[src/rtl/lvds_deser_pkg.sv]
package lvds_deser_pkg;

    localparam int MAX_RES = 16;
    localparam int CNT_W   = $clog2(MAX_RES + 1);

    typedef logic [CNT_W-1:0] bit_cnt_t;

    typedef enum logic [1:0] {
        ST_SEEK = 2'd0,
        ST_FILL = 2'd1,
        ST_HOLD = 2'd2
    } trk_state_e;

    typedef struct packed {
        logic       two_wire;
        logic [1:0] res_sel;
    } deser_cfg_t;

    typedef struct packed {
        trk_state_e st;
        bit_cnt_t   cnt;
        logic       done;
    } trk_step_t;

    // Sample width selected by the resolution code.
    function automatic bit_cnt_t res_bits(input logic [1:0] sel);
        bit_cnt_t r;
        unique case (sel)
            2'd0:    r = bit_cnt_t'(12);
            2'd1:    r = bit_cnt_t'(14);
            default: r = bit_cnt_t'(16);
        endcase
        return r;
    endfunction

    // Bits carried by one lane in one frame.
    function automatic bit_cnt_t lane_bits(input deser_cfg_t c);
        bit_cnt_t r;
        r = res_bits(c.res_sel);
        return c.two_wire ? (r >> 1) : r;
    endfunction

    // Mask with the low n bits set.
    function automatic logic [MAX_RES-1:0] low_mask(input bit_cnt_t n);
        logic [MAX_RES-1:0] m;
        for (int i = 0; i < MAX_RES; i++) begin
            m[i] = (i < int'(n));
        end
        return m;
    endfunction

    // One bit-edge step of the frame tracker.
    function automatic trk_step_t trk_step(input trk_state_e st,
                                           input bit_cnt_t   cnt,
                                           input logic       rise,
                                           input bit_cnt_t   blen);
        trk_step_t o;
        bit_cnt_t  inc;
        inc    = cnt + 1'b1;
        o.st   = st;
        o.cnt  = cnt;
        o.done = 1'b0;
        if (rise) begin
            o.st  = ST_FILL;
            o.cnt = bit_cnt_t'(1);
        end else begin
            unique case (st)
                ST_SEEK: begin
                    o.st = ST_SEEK;
                end
                ST_FILL: begin
                    o.cnt = inc;
                    if (inc == blen) begin
                        o.done = 1'b1;
                        o.st   = ST_HOLD;
                    end
                end
                ST_HOLD: begin
                    o.st = ST_HOLD;
                end
                default: begin
                    o.st  = ST_SEEK;
                    o.cnt = '0;
                end
            endcase
        end
        return o;
    endfunction

endpackage

[src/rtl/lvds_ddr_capture.sv]
module lvds_ddr_capture #(
    parameter int               LANES   = 1,
    parameter logic [LANES-1:0] RST_VAL = '0
) (
    input  logic             clk,
    input  logic             rst_n,
    input  logic [LANES-1:0] din,
    output logic [LANES-1:0] early,
    output logic [LANES-1:0] late
);

    logic [LANES-1:0] fall_q;

    // Slot taken on the falling edge.
    always_ff @(negedge clk or negedge rst_n) begin
        if (!rst_n) begin
            fall_q <= RST_VAL;
        end else begin
            fall_q <= din;
        end
    end

    // Rising edge presents the pair: falling slot first, rising slot second.
    always_ff @(posedge clk or negedge rst_n) begin
        if (!rst_n) begin
            early <= RST_VAL;
            late  <= RST_VAL;
        end else begin
            early <= fall_q;
            late  <= din;
        end
    end

endmodule

[src/rtl/lvds_frame_tracker.sv]
module lvds_frame_tracker
    import lvds_deser_pkg::*;
(
    input  logic       clk,
    input  logic       rst_n,
    input  deser_cfg_t cfg_in,
    input  logic       fr_early,
    input  logic       fr_late,
    output deser_cfg_t cfg_act,
    output trk_state_e state,
    output logic       done_early,
    output logic       done_late
);

    trk_state_e st_q,  st_d;
    bit_cnt_t   cnt_q, cnt_d;
    logic       fprev_q;
    deser_cfg_t cfg_q;

    bit_cnt_t   blen;
    logic       rise_e, rise_l, reconf;
    trk_step_t  step_e, step_l;

    // Next-state logic: walk both bit slots of the pair in order.
    always_comb begin
        blen   = lane_bits(cfg_q);
        rise_e = fr_early & ~fprev_q;
        rise_l = fr_late  & ~fr_early;
        reconf = (cfg_in != cfg_q);
        step_e = trk_step(st_q, cnt_q, rise_e, blen);
        step_l = trk_step(step_e.st, step_e.cnt, rise_l, blen);
        if (reconf) begin
            st_d  = ST_SEEK;
            cnt_d = '0;
        end else begin
            st_d  = step_l.st;
            cnt_d = step_l.cnt;
        end
    end

    // State register.
    always_ff @(posedge clk or negedge rst_n) begin
        if (!rst_n) begin
            st_q    <= ST_SEEK;
            cnt_q   <= '0;
            fprev_q <= 1'b1;
            cfg_q   <= '0;
        end else begin
            st_q    <= st_d;
            cnt_q   <= cnt_d;
            fprev_q <= fr_late;
            cfg_q   <= cfg_in;
        end
    end

    // Outputs.
    always_comb begin
        state      = st_q;
        cfg_act    = cfg_q;
        done_early = step_e.done & ~reconf;
        done_late  = step_l.done & ~reconf;
    end

endmodule

[src/rtl/lvds_word_assembler.sv]
module lvds_word_assembler
    import lvds_deser_pkg::*;
#(
    parameter int N_CH = 4
) (
    input  logic                      clk,
    input  logic                      rst_n,
    input  deser_cfg_t                cfg,
    input  logic [N_CH-1:0]           a_early,
    input  logic [N_CH-1:0]           a_late,
    input  logic [N_CH-1:0]           b_early,
    input  logic [N_CH-1:0]           b_late,
    input  logic                      done_early,
    input  logic                      done_late,
    output logic [N_CH*MAX_RES-1:0]   words,
    output logic                      valid
);

    localparam int WORD_W = MAX_RES;
    localparam int HALF_W = WORD_W / 2;

    bit_cnt_t           res, half;
    logic [WORD_W-1:0]  rmask;
    logic [HALF_W-1:0]  hmask;
    logic               take;

    always_comb begin
        res   = res_bits(cfg.res_sel);
        half  = res >> 1;
        rmask = low_mask(res);
        for (int i = 0; i < HALF_W; i++) begin
            hmask[i] = (i < int'(half));
        end
        take = done_early | done_late;
    end

    for (genvar ch = 0; ch < N_CH; ch++) begin : g_ch
        logic [WORD_W-1:0] sha_q, wa0, wa1, wa;
        logic [HALF_W-1:0] shb_q, wb0, wb1, wb;
        logic [WORD_W-1:0] word_d, word_q;

        assign wa0 = {sha_q[WORD_W-2:0], a_early[ch]};
        assign wa1 = {sha_q[WORD_W-3:0], a_early[ch], a_late[ch]};
        assign wb0 = {shb_q[HALF_W-2:0], b_early[ch]};
        assign wb1 = {shb_q[HALF_W-3:0], b_early[ch], b_late[ch]};

        always_comb begin
            wa = done_early ? wa0 : wa1;
            wb = done_early ? wb0 : wb1;
            if (cfg.two_wire) begin
                word_d = '0;
                for (int i = 0; i < HALF_W; i++) begin
                    word_d[2*i]   = wa[i] & hmask[i];
                    word_d[2*i+1] = wb[i] & hmask[i];
                end
            end else begin
                word_d = wa & rmask;
            end
        end

        always_ff @(posedge clk or negedge rst_n) begin
            if (!rst_n) begin
                sha_q  <= '0;
                shb_q  <= '0;
                word_q <= '0;
            end else begin
                sha_q <= wa1;
                shb_q <= wb1;
                if (take) begin
                    word_q <= word_d;
                end
            end
        end

        assign words[ch*WORD_W +: WORD_W] = word_q;
    end

    always_ff @(posedge clk or negedge rst_n) begin
        if (!rst_n) begin
            valid <= 1'b0;
        end else begin
            valid <= take;
        end
    end

endmodule

[src/rtl/lvds_serial_deser.sv]
module lvds_serial_deser
    import lvds_deser_pkg::*;
#(
    parameter int N_CH = 4
) (
    input  logic                    bclk,
    input  logic                    rst_n,
    input  logic                    frame_in,
    input  logic [N_CH-1:0]         lane_a,
    input  logic [N_CH-1:0]         lane_b,
    input  logic                    two_wire,
    input  logic [1:0]              res_sel,
    output logic [N_CH*MAX_RES-1:0] word_out,
    output logic                    word_valid
);

    localparam int               CAP_W   = 2 * N_CH + 1;
    localparam logic [CAP_W-1:0] CAP_RST = {1'b1, {(2*N_CH){1'b0}}};

    deser_cfg_t       cfg_in, cfg_act;
    trk_state_e       trk_st;
    logic [CAP_W-1:0] cap_early, cap_late;
    logic             done_early, done_late;

    assign cfg_in = {two_wire, res_sel};

    lvds_ddr_capture #(
        .LANES   (CAP_W),
        .RST_VAL (CAP_RST)
    ) u_cap (
        .clk   (bclk),
        .rst_n (rst_n),
        .din   ({frame_in, lane_b, lane_a}),
        .early (cap_early),
        .late  (cap_late)
    );

    lvds_frame_tracker u_trk (
        .clk        (bclk),
        .rst_n      (rst_n),
        .cfg_in     (cfg_in),
        .fr_early   (cap_early[CAP_W-1]),
        .fr_late    (cap_late[CAP_W-1]),
        .cfg_act    (cfg_act),
        .state      (trk_st),
        .done_early (done_early),
        .done_late  (done_late)
    );

    lvds_word_assembler #(
        .N_CH (N_CH)
    ) u_asm (
        .clk        (bclk),
        .rst_n      (rst_n),
        .cfg        (cfg_act),
        .a_early    (cap_early[N_CH-1:0]),
        .a_late     (cap_late[N_CH-1:0]),
        .b_early    (cap_early[2*N_CH-1:N_CH]),
        .b_late     (cap_late[2*N_CH-1:N_CH]),
        .done_early (done_early),
        .done_late  (done_late),
        .words      (word_out),
        .valid      (word_valid)
    );

endmodule

[config.mk]
export PLATFORM = sky130hd
export DESIGN_NAME = lvds_serial_deser
export DESIGN_NICKNAME = d
export VERILOG_FILES = /design/src/rtl/lvds_deser_pkg.sv /design/src/rtl/lvds_ddr_capture.sv /design/src/rtl/lvds_frame_tracker.sv /design/src/rtl/lvds_word_assembler.sv /design/src/rtl/lvds_serial_deser.sv
export SDC_FILE = /design/constraint.sdc
export NUM_CORES = 1
export LEC_CHECK = 0
export BUFFER_PORTS_ARGS = -buffer_cell sky130_fd_sc_hd__clkbuf_2
export CAP_MARGIN = 5
export CELL_PAD_IN_SITES_DETAIL_PLACEMENT = 1
export CELL_PAD_IN_SITES_GLOBAL_PLACEMENT = 2
export CORE_MARGIN = 2
export CORE_UTILIZATION = 40
export CTS_BUF_LIST = sky130_fd_sc_hd__clkbuf_8
export DETAILED_ROUTE_END_ITERATION = 7
export MAX_ROUTING_LAYER = met4
export PLACE_DENSITY = 0.8
export SYNTH_ARGS = -nofsm -noshare
export SYNTH_HDL_FRONTEND = slang
export SYNTH_SLANG_ARGS = --single-unit
[constraint.sdc]
create_clock -name bclk -period 4.5 [get_ports bclk]
set_input_delay 0.9 -clock bclk [delete_from_list [all_inputs] [get_ports bclk]]
set_output_delay 0.9 -clock bclk [all_outputs]
set_load 0.02 [all_outputs]
== After elaboration in Yosys (flattened, before gate mapping) ==
Index checks and enable logic that the tools add are counted.

* $add $sub $neg: 2
* Magnitude comparators: 24
* Equal/unequal tests: 8
* Multiplexer cells: 30
* Bitwise logic cells: 76
* Reductions and logical operators: 5

{| class="wikitable"
|+ Operators by type and width
! kind !! count
|-
| $mux W16 || 8
|-
| $and A1 B1 Y1 || 68
|-
| $and A16 B16 Y16 || 4
|-
| $lt A4 B5 Y1 const A || 8
|-
| $mux W8 || 4
|-
| $pmux W5 S2 || 3
|-
| $lt A3 B5 Y1 const A || 4
|-
| $lt A3 B4 Y1 const A || 4
|-
| $mux W7 || 2
|-
| $add A5 B1 Y5 const B || 2
|-
| $eq A5 B5 Y1 || 2
|-
| $lt A1 B5 Y1 const A || 2
|-
| $lt A2 B5 Y1 const A || 2
|-
| $mux W5 || 2
|-
| $lt A1 B4 Y1 const A || 2
|-
| $lt A2 B4 Y1 const A || 2
|-
| $pmux W2 S2 || 2
|-
| $eq A2 B1 Y1 const B || 3
|-
| $logic_not A2 Y1 || 3
|-
| $mux W1 || 6
|-
| $mux W2 || 3
|-
| $eq A2 B2 Y1 const B || 2
|-
| $reduce_or A2 Y1 || 2
|-
| $ne A3 B3 Y1 || 1
|-
| other kinds (2) || 4
|}

* Register bits: 191
* Word-level logic and storage cells: 166

== Depth between registers and ports, before layout ==
* Depth after elaboration: 14
* Depth in mapped cells: 17
* Depth with buffers taken out: 13

== By module ==
From an unflattened synthesis, not the netlist that was laid out.

* Cells, all modules: 552
* Area total of the unflattened synthesis: 7902.6 um2

{| class="wikitable"
|+ Modules (own cells, without submodules)
! module !! times used !! cells each !! area an instance (um2)
|-
| lvds_word_assembler || 1 || 408 || 6127.1
|-
| lvds_frame_tracker || 1 || 116 || 1092.3
|-
| lvds_ddr_capture || 1 || 28 || 683.2
|}

==> results.sh <==
export IMPL_gp_congestion=0.792
export IMPL_leakage_nw=4.16
export IMPL_cp_max_fo=45
export IMPL_powerDensity_nw_per_um2=364
export IMPL_finalHoldViolCount=0
export IMPL_crit_arrival_ns=4.29
export IMPL_cts_resized_gates=0
export IMPL_ys_async_sr_fraction=1.00
export IMPL_wire_per_inst_um=19.1
export IMPL_synthTopCellsByArea="dfrtp_1 (56%), mux4_2 (12%), mux2i_1 (6.5%)"
export IMPL_startpoint="u_trk.state[0]"
export IMPL_status="finished, final reports clean"
export IMPL_fillers=1979
export IMPL_synth_cell_types=50
export IMPL_cp_required_ns=4.84
export IMPL_nets=619
export IMPL_dr_pass1_iters=4
export IMPL_synth_yosys_seq_area_share=0.599
export IMPL_crit_type="reg2reg"
export IMPL_antenna_found_initial=0
export IMPL_cts_htree_levels=4
export IMPL_die_area_um2=21100
export IMPL_syn_inst=515
export IMPL_clk_insertion_delay_late_ns=0.46
export IMPL_clock_sinks=191
export IMPL_synth_common_cells="dfrtp_1 (179), mux2i_1 (52), mux4_2 (44)"
export IMPL_num_io_pins=79
export IMPL_floorplan_initialDensity=0.409
export IMPL_p_switching_mw=0.859
export IMPL_fin_cells=873
export IMPL_skew_ns=0.0546
export IMPL_fin_tns_setup_ns=0
export IMPL_drc=0
export IMPL_first_global_vias=5187
export IMPL_netlist_area_um2=7990
export IMPL_dr_total_vias=4590
export IMPL_hpwlAfterDp_um=11700
export IMPL_core_area_um2=19500
export IMPL_clockBufferDepth=2
export IMPL_postCtsSetupRepairBufs=0
export IMPL_fp_dieW_um=145
export IMPL_hold_buffers=0
export IMPL_yosysTopAreaCell="dfrtp_1"
export IMPL_clkPwrFrac=0.354
export IMPL_irDropWorstVdd_v=0.000181
export IMPL_num_rows=51
export IMPL_p_int_mw=2.46
export IMPL_cts_root_buf="clkbuf_8"
export IMPL_num_antenna_cells=0
export IMPL_synth_top_area_share=0.561
export IMPL_fmax_mhz=254
export IMPL_io_buffers=78
export IMPL_ys_warn_count=0
export IMPL_grt_first_pass_wirelength_um=28300
export IMPL_grt_start_max_net_pins=66
export IMPL_synth_edff_count=0
export IMPL_cp_end_kind="register"
export IMPL_max_slew_margin=0.387
export IMPL_swShare=0.259
export IMPL_reg2reg_to="u_asm.g_ch[2].word_q[11]"
export IMPL_antenna_left=0
export IMPL_die_h_um=145
export IMPL_grt_ovfl_total=0
export IMPL_reg2reg_slack_ns=0.56
export IMPL_start_kind="register"
export IMPL_grtUsageTotal=0.176
export IMPL_setup_violations=0
export IMPL_reg2reg_depth=13
export IMPL_rsz0062_at_grt="false"
export IMPL_syn_nets=539
export IMPL_multi_input_area_um2=2980
export IMPL_tightest_slew_ns=0.913
export IMPL_comb_power_share=0.084
export IMPL_routed_via_density=5.26
export IMPL_synth_flop_cell="dfrtp_1"
export IMPL_routed_wl_um=16700
export IMPL_r2r_start="u_trk.state[0]"
export IMPL_finish_utilization=0.467
export IMPL_period_share=0.877
export IMPL_drive_above_1_share=0.286
export IMPL_synth_most_common_cell="dfrtp_1"
export IMPL_maxCapViolCount=0
export IMPL_seq_area_um2=4790
export IMPL_crit_end="u_asm.g_ch[2].word_q[11]"
export IMPL_hold_path_class="in2async"
export IMPL_maxSlewViolCount=0
export IMPL_period_minus_slack_ns=3.94
export IMPL_tritoncts="yes"
export IMPL_ys_seq_elements=191
export IMPL_cts_buffers=17
export IMPL_syn_avg_cell_area_um2=15.5
export IMPL_area_growth_pct=14.1
export IMPL_placed_cells=841
export IMPL_power_frac_seq=0.562
export IMPL_dr_first_iter_drc_count=277
export IMPL_clk_pin_slew_ns=0.10
[final cells by class]
| cell class | instances | share of cell area |
|---|---|---|
| repair buffers | 88 | 0.0548 |
| clock inverters | 14 | 0.0176 |
| well taps | 265 | 0.0364 |
| clock buffers | 19 | 0.0287 |
| flip-flops and latches | 191 | 0.525 |
| inverters | 24 | 0.00989 |
| multi-input cells | 272 | 0.327 |
[layer usage]
| metal | routed length [µm] | up-vias | GRT usage |
|---|---|---|---|
| li1 | - | 2027 | - |
| met1 | 7730 | 2452 | 0.229 |
| met2 | 8250 | 92 | 0.278 |
| met3 | 527 | 19 | 0.0355 |
| met4 | 208 | 0 | 0.0578 |
| met5 | 0 | - | - |
[cell families (layout without fill, tap and decap cells)]
kind of cell	count (synthesis)	count (layout)	share of synthesized area
compound gates	36	36	0.0362
xor+xnor	17	17	0.0258
fa+ha+maj	10	10	0.0157
buf+inv	52	145	0.0290
flops	191	191	0.599
mux	140	140	0.251
simple gates	69	69	0.0432
[critical path, stage by stage (launching register included)]
cell	delay [ns]
dfrtp_1	0.41
inv_1	0.08
ha_1	0.24
or2_2	0.30
a22oi_1	0.25
nor2_1	0.12
ha_1	0.33
nor2b_1	0.17
nor4bb_1	0.29
a311oi_1	0.10
or3_1	0.49
o31ai_4	0.35
buf_12	0.30
mux2_1	0.36
[worst min path at each step]
stage / endpoint / startpoint / cells after the start
2_1_floorplan: u_asm.g_ch[0].sha_q[0] / u_cap.late[0] / 0
3_3_place_gp: u_asm.g_ch[1].shb_q[0] / u_cap.late[5] / 0
6_report: u_asm.g_ch[1].shb_q[3] / rst_n / 1
3_5_place_dp: u_asm.g_ch[3].shb_q[0] / u_cap.late[7] / 0
5_1_grt: u_asm.g_ch[1].shb_q[1] / rst_n / 1
4_1_cts: u_asm.g_ch[1].shb_q[1] / rst_n / 1
[placed cells by master (no fill, tap or decap), drive strengths merged, types with 9 or more instances in the layout]
master / count
ha: 10
mux2i: 52
buf: 10
clkbuf: 97
dfrtp: 179
mux2: 44
mux4: 44
nor2: 16
xnor2: 9
nand2: 24
inv: 29
[sequential cells by signal, indices dropped and copies added (netlist names), 3 cells and up]
register	count
u_trk.cnt_q	5
u_asm.g_ch.sha_q	60
u_asm.g_ch.word_q	64
u_cap.late	9
u_asm.g_ch.shb_q	28
u_trk.cfg_act	3
u_cap.fall_q	9
u_cap.early	9
[power groups by stage]
stage | sequential (mW) | combinational [mW] | clock [mW]
after floorplan | 1.90 | 0.150 | 0.00278
after global placement | 1.89 | 0.276 | 0.00278
after detailed placement | 1.90 | 0.285 | 0.00278
after CTS | 1.87 | 0.286 | 1.21
after global routing | 1.88 | 0.307 | 1.29
final | 1.87 | 0.278 | 1.18
[stage by stage]
stage / hold WS (ns) / instance area (µm²) / power, mW / setup WS [ns]
floorplan: 0.346 / 7990 / 2.06 / 0.228
global placement: 0.361 / 8690 / 2.17 / 0.691
detailed placement: 0.362 / 8690 / 2.19 / 0.540
CTS: 0.369 / 9110 / 3.37 / 0.506
global route: 0.379 / 9110 / 3.47 / 0.183
finish: 0.380 / 9110 / 3.32 / 0.555
(Power assumes the default switching activity.)
